## config.mk

```make
export PLATFORM = sky130hd
export DESIGN_NAME = door_pulse_ctrl
export DESIGN_NICKNAME = d
export VERILOG_FILES = /design/src/rtl/door_pulse_pkg.sv /design/src/rtl/door_pulse_next.sv /design/src/rtl/door_pulse_state_reg.sv /design/src/rtl/door_pulse_drive.sv /design/src/rtl/door_pulse_ctrl.sv
export SDC_FILE = /design/constraint.sdc
export NUM_CORES = 1
export LEC_CHECK = 0
export BUFFER_PORTS_ARGS = -buffer_cell sky130_fd_sc_hd__buf_2
export CAP_MARGIN = 40
export CORE_AREA = 2 2 39 41
export DETAILED_ROUTE_END_ITERATION = 6
export DIE_AREA = 0 0 41 43
export SYNTH_ARGS = -nofsm -noshare
export SYNTH_HDL_FRONTEND = slang
export SYNTH_SLANG_ARGS = --single-unit
export TNS_END_PERCENT = 1
```

## constraint.sdc

```tcl
create_clock -name clk -period 2.62 [get_ports clk]
set_input_delay 0.131 -clock clk [delete_from_list [all_inputs] [get_ports clk]]
set_output_delay 0.131 -clock clk [all_outputs]
set_load 0.005 [all_outputs]
```

## src/rtl/door_pulse_pkg.sv

```systemverilog
package door_pulse_pkg;

  localparam int STATE_W = 3;
  localparam int COND_W  = 2;

  typedef enum logic [STATE_W-1:0] {
    ST_SHUT_A  = 3'd0,
    ST_SHUT_P  = 3'd1,
    ST_RISE_A  = 3'd2,
    ST_RISE_P  = 3'd3,
    ST_RAISE_A = 3'd4,
    ST_RAISE_P = 3'd5,
    ST_LOWER_A = 3'd6,
    ST_LOWER_P = 3'd7
  } door_state_t;

  typedef enum logic [COND_W-1:0] {
    C_SHUT   = 2'd0,
    C_RISE   = 2'd1,
    C_RAISED = 2'd2,
    C_LOWER  = 2'd3
  } door_cond_t;

  // Condition of a state: the upper code bits.
  function automatic door_cond_t cond_of(input door_state_t s);
    return door_cond_t'(s[STATE_W-1:1]);
  endfunction

  // Pressed states carry an odd code.
  function automatic logic is_pressed(input door_state_t s);
    return s[0];
  endfunction

  // Pressed state of the same condition.
  function automatic door_state_t pressed_of(input door_cond_t c);
    return door_state_t'({c, 1'b1});
  endfunction

  // Armed state of the following condition, wrapping lowering to shut.
  function automatic door_state_t advance_of(input door_cond_t c);
    logic [COND_W-1:0] n;
    n = c + 1'b1;
    return door_state_t'({n, 1'b0});
  endfunction

  function automatic logic drives_up(input door_state_t s);
    return cond_of(s) == C_RISE;
  endfunction

  function automatic logic drives_down(input door_state_t s);
    return cond_of(s) == C_LOWER;
  endfunction

endpackage

```

## src/rtl/door_pulse_next.sv

```systemverilog
module door_pulse_next
  import door_pulse_pkg::*;
(
  input  door_state_t cur_i,
  input  logic        btn_i,
  input  logic        top_lim_i,
  input  logic        bot_lim_i,
  output door_state_t nxt_o,
  output logic        ev_top_hit_o,
  output logic        ev_bot_hit_o,
  output logic        ev_press_o,
  output logic        ev_release_o
);

  door_cond_t cond;
  logic       pressed;

  assign cond    = cond_of(cur_i);
  assign pressed = is_pressed(cur_i);

  // Named events, in priority order: sensors before the button.
  assign ev_top_hit_o = (cond == C_RISE) && top_lim_i;
  assign ev_bot_hit_o = (cond == C_LOWER) && bot_lim_i;
  assign ev_press_o   = !ev_top_hit_o && !ev_bot_hit_o && !pressed && btn_i;
  assign ev_release_o = !ev_top_hit_o && !ev_bot_hit_o && pressed && !btn_i;

  always_comb begin
    nxt_o = cur_i;
    if (ev_top_hit_o) begin
      nxt_o = ST_RAISE_A;
    end else if (ev_bot_hit_o) begin
      nxt_o = ST_SHUT_A;
    end else if (ev_press_o) begin
      nxt_o = pressed_of(cond);
    end else if (ev_release_o) begin
      nxt_o = advance_of(cond);
    end
  end

endmodule

```

## src/rtl/door_pulse_state_reg.sv

```systemverilog
module door_pulse_state_reg
  import door_pulse_pkg::*;
(
  input  logic        clk,
  input  logic        rst,
  input  door_state_t nxt_i,
  output door_state_t cur_o
);

  always_ff @(posedge clk) begin
    if (rst) cur_o <= ST_SHUT_A;
    else     cur_o <= nxt_i;
  end

  // a reset edge always leaves the machine shut and armed.
  assert_reset_state_R1: assert property (@(posedge clk)
    rst |=> (cur_o == ST_SHUT_A));

endmodule

```

## src/rtl/door_pulse_drive.sv

```systemverilog
module door_pulse_drive
  import door_pulse_pkg::*;
(
  input  door_state_t                cur_i,
  output logic                       motor_up_o,
  output logic                       motor_down_o,
  output logic [STATE_W-1:0]         code_o
);

  assign motor_up_o   = drives_up(cur_i);
  assign motor_down_o = drives_down(cur_i);
  assign code_o       = cur_i;

  // the motor is never told to go both ways.
  always_comb begin
    assert_motor_exclusive_R9: assert (!(motor_up_o && motor_down_o));
  end

endmodule

```

## src/rtl/door_pulse_ctrl.sv

```systemverilog
module door_pulse_ctrl
  import door_pulse_pkg::*;
(
  input  logic         clk,
  input  logic         rst,
  input  logic         btn_i,
  input  logic         top_lim_i,
  input  logic         bot_lim_i,
  output logic         motor_up_o,
  output logic         motor_down_o,
  output logic [2:0]   state_code_o
);

  door_state_t cur_q;
  door_state_t nxt;
  logic        ev_top_hit;
  logic        ev_bot_hit;
  logic        ev_press;
  logic        ev_release;

  door_pulse_next u_next (
    .cur_i        (cur_q),
    .btn_i        (btn_i),
    .top_lim_i    (top_lim_i),
    .bot_lim_i    (bot_lim_i),
    .nxt_o        (nxt),
    .ev_top_hit_o (ev_top_hit),
    .ev_bot_hit_o (ev_bot_hit),
    .ev_press_o   (ev_press),
    .ev_release_o (ev_release)
  );

  door_pulse_state_reg u_sreg (
    .clk   (clk),
    .rst   (rst),
    .nxt_i (nxt),
    .cur_o (cur_q)
  );

  door_pulse_drive u_drive (
    .cur_i        (cur_q),
    .motor_up_o   (motor_up_o),
    .motor_down_o (motor_down_o),
    .code_o       (state_code_o)
  );

  // reaching the top while rising ends in raised_armed.
  assert_top_wins_R6: assert property (@(posedge clk) disable iff (rst)
    ev_top_hit |=> (state_code_o == 3'd4));

  // reaching the bottom while lowering ends in shut_armed.
  assert_bot_wins_R7: assert property (@(posedge clk) disable iff (rst)
    ev_bot_hit |=> (state_code_o == 3'd0));

  // a held button in a pressed state never advances further.
  assert_held_stays_R3: assert property (@(posedge clk) disable iff (rst)
    (state_code_o[0] && btn_i && !ev_top_hit && !ev_bot_hit)
      |=> $stable(state_code_o));

  // a press in an armed state moves up by one code.
  assert_press_step_R2: assert property (@(posedge clk) disable iff (rst)
    ev_press |=> (state_code_o == $past(state_code_o) + 3'd1));

  // a release lands on an armed state.
  assert_release_armed_R4: assert property (@(posedge clk) disable iff (rst)
    ev_release |=> !state_code_o[0]);

  // motor outputs track rising and lowering conditions.
  assert_up_only_rising_R9: assert property (@(posedge clk) disable iff (rst)
    motor_up_o |-> (state_code_o[2:1] == 2'd1));

endmodule

```

; Yosys cells after proc, flatten, opt, wreduce, memory -nomap -nowiden
; Index checks and enable logic that the tools add are counted.
[classes]
n_addsub = 1
n_mul = 0
n_div = 0
magnitude_cmp = 0
eq_ne = 3
shifts = 0
n_mux = 4
n_bitwise = 1
reduce_logical = 16
[ops]
columns = op, n
row1 = two-way mux 3 bit, 4
row2 = logical AND 1 bit, 7
row3 = logical NOT 1 bit, 4
row4 = AND reduction 2 bit, 2
row5 = != test 3 x 1 -> 1 bit (second input constant), 1
row6 = nonzero test 3 bit, 1
row7 = OR reduction 3 bit, 1
row8 = adder 2 x 1 -> 2 bit (second input constant), 1
row9 = == test 2 x 1 -> 1 bit (second input constant), 1
row10 = == test 2 bit (second input constant), 1
row11 = nonzero test 2 bit, 1
row12 = NOT 1 bit, 1
[totals]
reg_bits = 3
latchBits = 0
ram_bits = 0
mem_bits_ro = 0
out_inout_bits = 5
wordCells = 28
n_memories = 0

; Depth between registers and ports, before layout
; Gate-level depths: netlist of run 1.
[depth]
word_depth = 10
depth_mapped = 4

; Cells and area by module
; Synthesis of run 1 repeated with hierarchy kept, for this count alone.
[hier_totals]
cells_unflattened = 26
hier_area_um2 = 227.7
[by_module_without_submodules]
columns = module, instances, cells_per_inst, area_each_um2, seq_area_each_um2
row1 = door_pulse_next, 1, 15, 110.1, 0.0
row2 = door_pulse_state_reg, 1, 6, 78.8, 60.1
row3 = door_pulse_drive, 1, 5, 38.8, 0.0

; Worst setup path before layout of run 1
; OpenSTA, ideal clock, no wires.
[synth_timing]
path_kind = register to register
from = register u_sreg.cur_o[1]
to = register u_sreg.cur_o[0]
setup_time_ns = 0.059
t_arrival_ns = 0.919
required_ns = 2.561
path_slack_ns = 1.642
path_stages_with_launch = 4
path_buffers = 0
period_less_slack_ns = 0.978
cell_sequence = dfxtp_1 -> ha_1 -> a21oi_1 -> and3_2
[synth_between]
elab_chain_cells = 7
[synth_lines]
columns = element, line
row1 = "start, declared", door_pulse_state_reg.sv:7  ; output door_state_t cur_o
row2 = "start signal, assigned", door_pulse_state_reg.sv:12  ; else cur_o <= nxt_i;
row3 = == test 2 bit (*), n/a
row4 = net motor_down_o, door_pulse_ctrl.sv:10  ; output logic motor_down_o,
row5 = logical AND 1 bit (*), door_pulse_next.sv:23  ; assign ev_bot_hit_o = (cond == C_LOWER) && bot_lim_i;
row6 = logical NOT 1 bit, "door_pulse_next.sv:24, door_pulse_next.sv:25"
row7 = logical AND 1 bit, "door_pulse_next.sv:24, door_pulse_next.sv:25"
row8 = logical AND 1 bit (on tied branches) (2 in a row), "door_pulse_next.sv:24, door_pulse_next.sv:25"
row9 = two-way mux 3 bit or nonzero test 2 bit (tied branches), n/a
; Mark *: on every way through the listed nets, which the timed path passes. The rest lies on a longest branch. The select of a mux whose other input is x is not followed.
; A chain may end at the register's enable or synchronous reset.

; Worst setup path after layout of run 1
[layout_timing]
from = register u_sreg.cur_o[2]
to = output port motor_up_o
[layout_between]
elab_chain_cells = 1
[layout_lines]
columns = element, line
row1 = == test 2 x 1 -> 1 bit, door_pulse_pkg.sv:47  ; return cond_of(s) == C_RISE;
row2 = "end, declared", door_pulse_ctrl.sv:9  ; output logic motor_up_o,
; No other way between the ends.

==> metrics, run 1 <==
Leak 0.133 nW; layout cell share with drive strength beyond 1 51.9%; IO Port Bufs 9; most frequent cell after synthesis dfxtp_1; Mapped Cells 14; PD cells 620 mW/mm^2; fin crit period 1.07 ns; CTS tree yes; fin crit share 41.0%; first-pass GRT wire length 517 um; Async SR Flop Fraction 0%; post-route setup slack 1.55 ns; Synth Cell Area 153 um^2; Hold Crit Endpoint u_sreg.cur_o[2]$_SDFFE_PP0P_; DRC 0; Worst-Skew Late Latency 0.23 ns; Tightest Pin Transition 0.204 ns; vias in the first global route 135; crit path kind reg2out; Post-synth EDFFs 0; Slew Viols, Final 0; synth cell count leaders dfxtp_1 (3), ha_1 (2); Fillers 153; Post-Synth Simple-Gate Area 20.5%; Syn Area/Cell 10.9 um^2; Critical Path Start Type register; synth warn 0; Final Hold Vio Count 0; HP Class in2reg; Max clock buf depth 2; FF-to-FF path depth 3; leading post-synthesis cells by cell area dfxtp_1 (39%), ha_1 (16%), nand2b_4 (9.0%); Worst EP arrival 0.94 ns; adder-cell area share of the yosys netlist 16.4%; CP max FO 3; f_max 931 MHz; drt pass-1 iters 2; core area 0.00138 mm^2; number of antenna diodes 0; grt ovf 0; FP Rows 14; WHS 0.0992 ns; leading area contributor after synthesis dfxtp_1; Post-CTS Hold Buffers 0; top cell type's share of synthesized area 39.3%; routed vias 137; I/O pins 10; Synth Area in XOR/XNOR 5.74%; die width 41 um; reg2reg end u_sreg.cur_o[0]$_SDFFE_PP0P_; Synth Flop Type dfxtp_1; Post-Syn Nets 21; final RePlAce weighted congestion 0.524; pre-CTS setup slack 1.58 ns; post_cts resized 0; reg2reg start u_sreg.cur_o[1]$_SDFFE_PP0P_; unrepaired setup endpoints after global routing no; layout net count 35; drt initial violations 2; Top reg by flops u_sreg.cur_o; ANT nets after route 0; non-filler cells, final 43; post-synthesis compound-gate area fraction 9.02%; VDD IR max 73.1 uV; Yosys reg bits 3; Seq/Total Area, Yosys 39.3%; clk sink count 3; Worst EP required 2.49 ns; setup violators final 0; setup bufs post-CTS 0; CTS buffer count 3; maxcap violations 0; setup TNS 0 ns; post-synthesis mux area share 6.56%; Largest regs u_sreg.cur_o: 3 flops; initial antenna violation count 0; H-tree depth 1; FF-to-FF setup slack 1.59 ns; skew final 0.000191 ns; total power 151 uW; Min-Delay Path Depth 2; clock slew at reported path FFs 0.04 ns; GR Util All Layers 5.01%; Die H 43 um; Hold Crit Start rst; P&R area growth vs syn 59.8%; Post-Layout Inst Area 244 um^2; largest net degree at the start of global routing 5; Placed Area 218 um^2; Initial Util 11.0%; largest family of logic cells by synthesized area simple AND/OR/NAND/NOR gates; placed cells 39; post-layout util 17.6%; placed wire-length estimate 275 um; Die ar. 0.00176 mm^2; Rel. slew slack 86.4%; max reg flops 3; Synth cell types 11; status complete, no violations; WL final 336 um; post-DR wirelength/cell 7.81 um; root buffer cell clkbuf_4; CP Capture Type output port; Vias/cell 3.19
==> cell usage in the layout, fill, tap and decap left out <==
cell       count
buf_2          9
clkbuf_1       1
and3_2         1
mux2i_1        1
dfxtp_1        3
ha_1           2
inv_1          1
o2bb2ai_1      1
xnor2_1        1
and3_1         1
nand2_1        1
nand2b_4       1
a21oi_1        1
clkbuf_4       3
==> worst max path at each step <==
stage	to	slack (ns)	cells past startpoint	from
finish	motor_up_o	1.55	3	u_sreg.cur_o[2]$_SDFFE_PP0P_
global route	motor_down_o	1.46	2	u_sreg.cur_o[1]$_SDFFE_PP0P_
CTS	motor_down_o	1.52	2	u_sreg.cur_o[1]$_SDFFE_PP0P_
detailed placement	u_sreg.cur_o[1]$_SDFFE_PP0P_	1.58	3	u_sreg.cur_o[1]$_SDFFE_PP0P_
global placement	u_sreg.cur_o[0]$_SDFFE_PP0P_	1.60	3	u_sreg.cur_o[1]$_SDFFE_PP0P_
floorplan	u_sreg.cur_o[0]$_SDFFE_PP0P_	1.64	3	u_sreg.cur_o[1]$_SDFFE_PP0P_
==> cell type report <==
class	count	area [um^2]	area share, %
multi-input cells	10	88.8	36.4
flip-flops and latches	3	60.1	24.6
repair buffers	9	45.0	18.5
clock buffers	4	26.3	10.8
well taps	16	20.0	8.21
inverters	1	3.75	1.54
==> per-layer routing <==
layer | vias to the layer above | global-route usage, % | share of wire, %
li1 | 73 | - | -
met1 | 59 | 3.50 | 38
met2 | 5 | 7.50 | 56
met3 | 0 | 1.57 | 5.1
met4 | 0 | 8.00 | 0
met5 | - | 0 | 0
==> critical path, cell delays in order, from the launching register on <==
cell and delay (ns):
dfxtp_1 0.33, inv_1 0.06, ha_1 0.19, buf_2 0.13
==> power breakdown <==
group / leakage, nW / switching, mW / internal [mW]
registers: 0.0246 / 0.00275 / 0.0488
clock network: 0.0150 / 0.0255 / 0.0572
logic: 0.0936 / 0.00679 / 0.0102
total: 0.133 / 0.0350 / 0.116
==> kinds of logic after synthesis <==
kind of cell	Yosys count
buffers and inverters	1
DFF	3
xor gates and xnor gates	1
muxes	1
and+or+nand+nor	4
AOI/OAI and AO/OA	2
adders and majority gates	2
Note: power is estimated with default switching activity, not from simulation.
==> inputs of run 2 (changes only) <==
==> constraint.sdc (replaced) <==
create_clock -name clk -period 1 [get_ports clk]
set_input_delay 0.05 -clock clk [delete_from_list [all_inputs] [get_ports clk]]
set_output_delay 0.05 -clock clk [all_outputs]
set_load 0.005 [all_outputs]
==> run 2 against run 1 <==
Cell count increased by 2.3%. Global-route usage is essentially flat. Non-clock buffer count grew 1. Core utilization is 1.4 points higher. Clock skew up 0.0038 ns. Sequential cell count did not move. Combinational power grew to 3.0 times the previous value. Power increased to 2.6 times the previous value. First-iteration DRC count fell by 100%.
==> metrics, run 2 (synthesis results as in run 1) <==
CTS buffer count 3 (unchanged); layout net count 36 (+2.9%); switching power 87.8 uW (+150%); root buffer cell clkbuf_4; CP Capture Type register; Min-Delay Path Depth 2 (unchanged); placed cells 40 (+2.6%); fin crit share 96.6%; unrepaired setup endpoints after global routing yes; total power 397 uW (+160%); Largest regs u_sreg.cur_o: 3 flops; Max clock buf depth 2 (unchanged); switch share 22.1% (-1.0 points); die width 41 um (unchanged); clock slew at reported path FFs 0.04 ns (about the same); Vias/cell 3.45 (+8.4%); Rel. slew slack 91.4% (+5.0 points); core area 0.00138 mm^2 (unchanged); Leak 0.136 nW (+1.9%); WHS 0.0270 ns (-0.0722 ns); commonest non-fill, non-tap cell in the layout buf_2; setup bufs post-CTS 0 (unchanged); Fillers 157 (+2.6%); number of antenna diodes 0 (unchanged); vias in the first global route 153 (+13%); placed wire-length estimate 288 um (+4.5%); Initial Util 11.0% (unchanged); Die H 43 um (unchanged); Worst EP required 1.12 ns (-1.37 ns); largest net degree at the start of global routing 5 (unchanged); HP Class in2reg; drt initial violations 0 (-2); maxcap violations 0 (unchanged); Hold Crit Start rst; layout cell share with drive strength beyond 1 75.0% (+23 points); GR Util All Layers 5.00% (-0.0050 points); pre-CTS setup slack -0.0295 ns (-1.60 ns); Post-Layout Inst Area 263 um^2 (+7.7%); Tightest Pin Transition 0.125 ns (-0.0787 ns); reg2reg end u_sreg.cur_o[2]$_SDFFE_PP0P_; I/O pins 10 (unchanged); ANT nets after route 0 (unchanged); status complete, no violations; routed vias 152 (+11%); post-layout util 19.0% (+1.4 points); part of the power in the clock network 52.9% (-1.8 points); DRC 0 (unchanged); CP max FO 3 (unchanged); most frequent cells in the layout buf_2 (9), clkbuf_4 (3), ha_2 (2), dfxtp_2 (2); post-DR wirelength/cell 7.57 um (-3.1%); Worst EP arrival 1.08 ns (+0.14 ns); Placed Area 225 um^2 (+3.4%); WL final 333 um (-0.89%); Final Hold Vio Count 0 (unchanged); IO Port Bufs 9 (unchanged); clk sink count 3 (unchanged); combinational cell fraction of total power 12.7% (+1.5 points); H-tree depth 1 (unchanged); drt pass-1 iters 1 (-1); FF-to-FF path depth 4 (+1); grt ovf 0 (unchanged); initial antenna violation count 0 (unchanged); f_max 1040 MHz; fin crit period 0.966 ns; max reg flops 3 (unchanged); skew final 0.00403 ns (+0.00384 ns); crit path kind reg2reg; non-filler cells, final 44 (+2.3%); P&R area growth vs syn 72.1%; P_int 309 uW (+170%); setup violators final 0 (unchanged); CTS tree yes; reg2reg start u_sreg.cur_o[2]$_SDFFE_PP0P_; FP Rows 14 (unchanged); VDD IR max 141 uV (+93%); PD cells 1510 mW/mm^2 (+140%); setup TNS 0 ns (unchanged); Hold Crit Endpoint u_sreg.cur_o[2]$_SDFFE_PP0P_; Top reg by flops u_sreg.cur_o; Slew Viols, Final 0 (unchanged); sequential share of power 34.4% (+0.3 points); final RePlAce weighted congestion 0.535 (+2.2%); post-route setup slack 0.0344 ns (-1.51 ns); first-pass GRT wire length 531 um (+2.7%); Critical Path Start Type register; FF-to-FF setup slack 0.03 ns (-1.56 ns); Worst-Skew Late Latency 0.23 ns (about the same); Die ar. 0.00176 mm^2 (unchanged)
## run 2: cell types whose count changed in the layout (fill, tap and decap cells not counted), moves of 2 or more
cell     change
dfxtp_1      -2
ha_2         +2
dfxtp_2      +2
ha_1         -2
## run 2: cell type report
| class | count | area (um^2) | area share (%) |
|---|---|---|---|
| Multi-Input combinational cell | 10 | 97.6 | 37.1 |
| Sequential cell | 3 | 62.6 | 23.8 |
| Timing Repair Buffer | 10 | 52.6 | 20.0 |
| Clock buffer | 4 | 26.3 | 10.0 |
| Tap cell | 16 | 20.0 | 7.62 |
| Inverter | 1 | 3.75 | 1.43 |
## run 2: critical path, stage by stage, from the launching register on
cell and delay, ns:
dfxtp_2 0.34, inv_2 0.04, ha_2 0.30, mux2i_1 0.06, o2bb2ai_1 0.12
## run 2: power by group through the flow
stage	clock network [mW]	logic, mW	registers, mW
5_1_grt	0.236	0.0581	0.138
2_1_floorplan	0	0.0232	0.137
4_1_cts	0.223	0.0510	0.136
6_report	0.210	0.0503	0.137
3_3_place_gp	0	0.0481	0.136
3_5_place_dp	0	0.0496	0.137
## run 2: worst max-delay path by stage
stage,from,to,slack (ns)
2_1_floorplan,u_sreg.cur_o[1]$_SDFFE_PP0P_,u_sreg.cur_o[0]$_SDFFE_PP0P_,0.02
5_1_grt,u_sreg.cur_o[2]$_SDFFE_PP0P_,u_sreg.cur_o[2]$_SDFFE_PP0P_,-0.008
3_5_place_dp,u_sreg.cur_o[1]$_SDFFE_PP0P_,u_sreg.cur_o[0]$_SDFFE_PP0P_,-0.03
3_3_place_gp,u_sreg.cur_o[1]$_SDFFE_PP0P_,u_sreg.cur_o[0]$_SDFFE_PP0P_,-0.02
4_1_cts,u_sreg.cur_o[2]$_SDFFE_PP0P_,motor_up_o,0.01
6_report,u_sreg.cur_o[2]$_SDFFE_PP0P_,u_sreg.cur_o[2]$_SDFFE_PP0P_,0.03
## run 2: repair_timing
action                                  4_1_cts  5_1_grt
gates resized for setup                       3        3
pin swaps                                     0        2
hold buffers                                  0        0
gates cloned                                  0        0
endpoints found under the setup margin        4        5
## run 2: routing by layer
metal / GRT usage, % / vias up / wire length (um)
met2: 6.88 / 5 / 201
met5: 0 / - / 0
met4: 8.00 / 0 / 0
met1: 4.13 / 71 / 119
li1: - / 76 / -
met3: 1.57 / 0 / 12
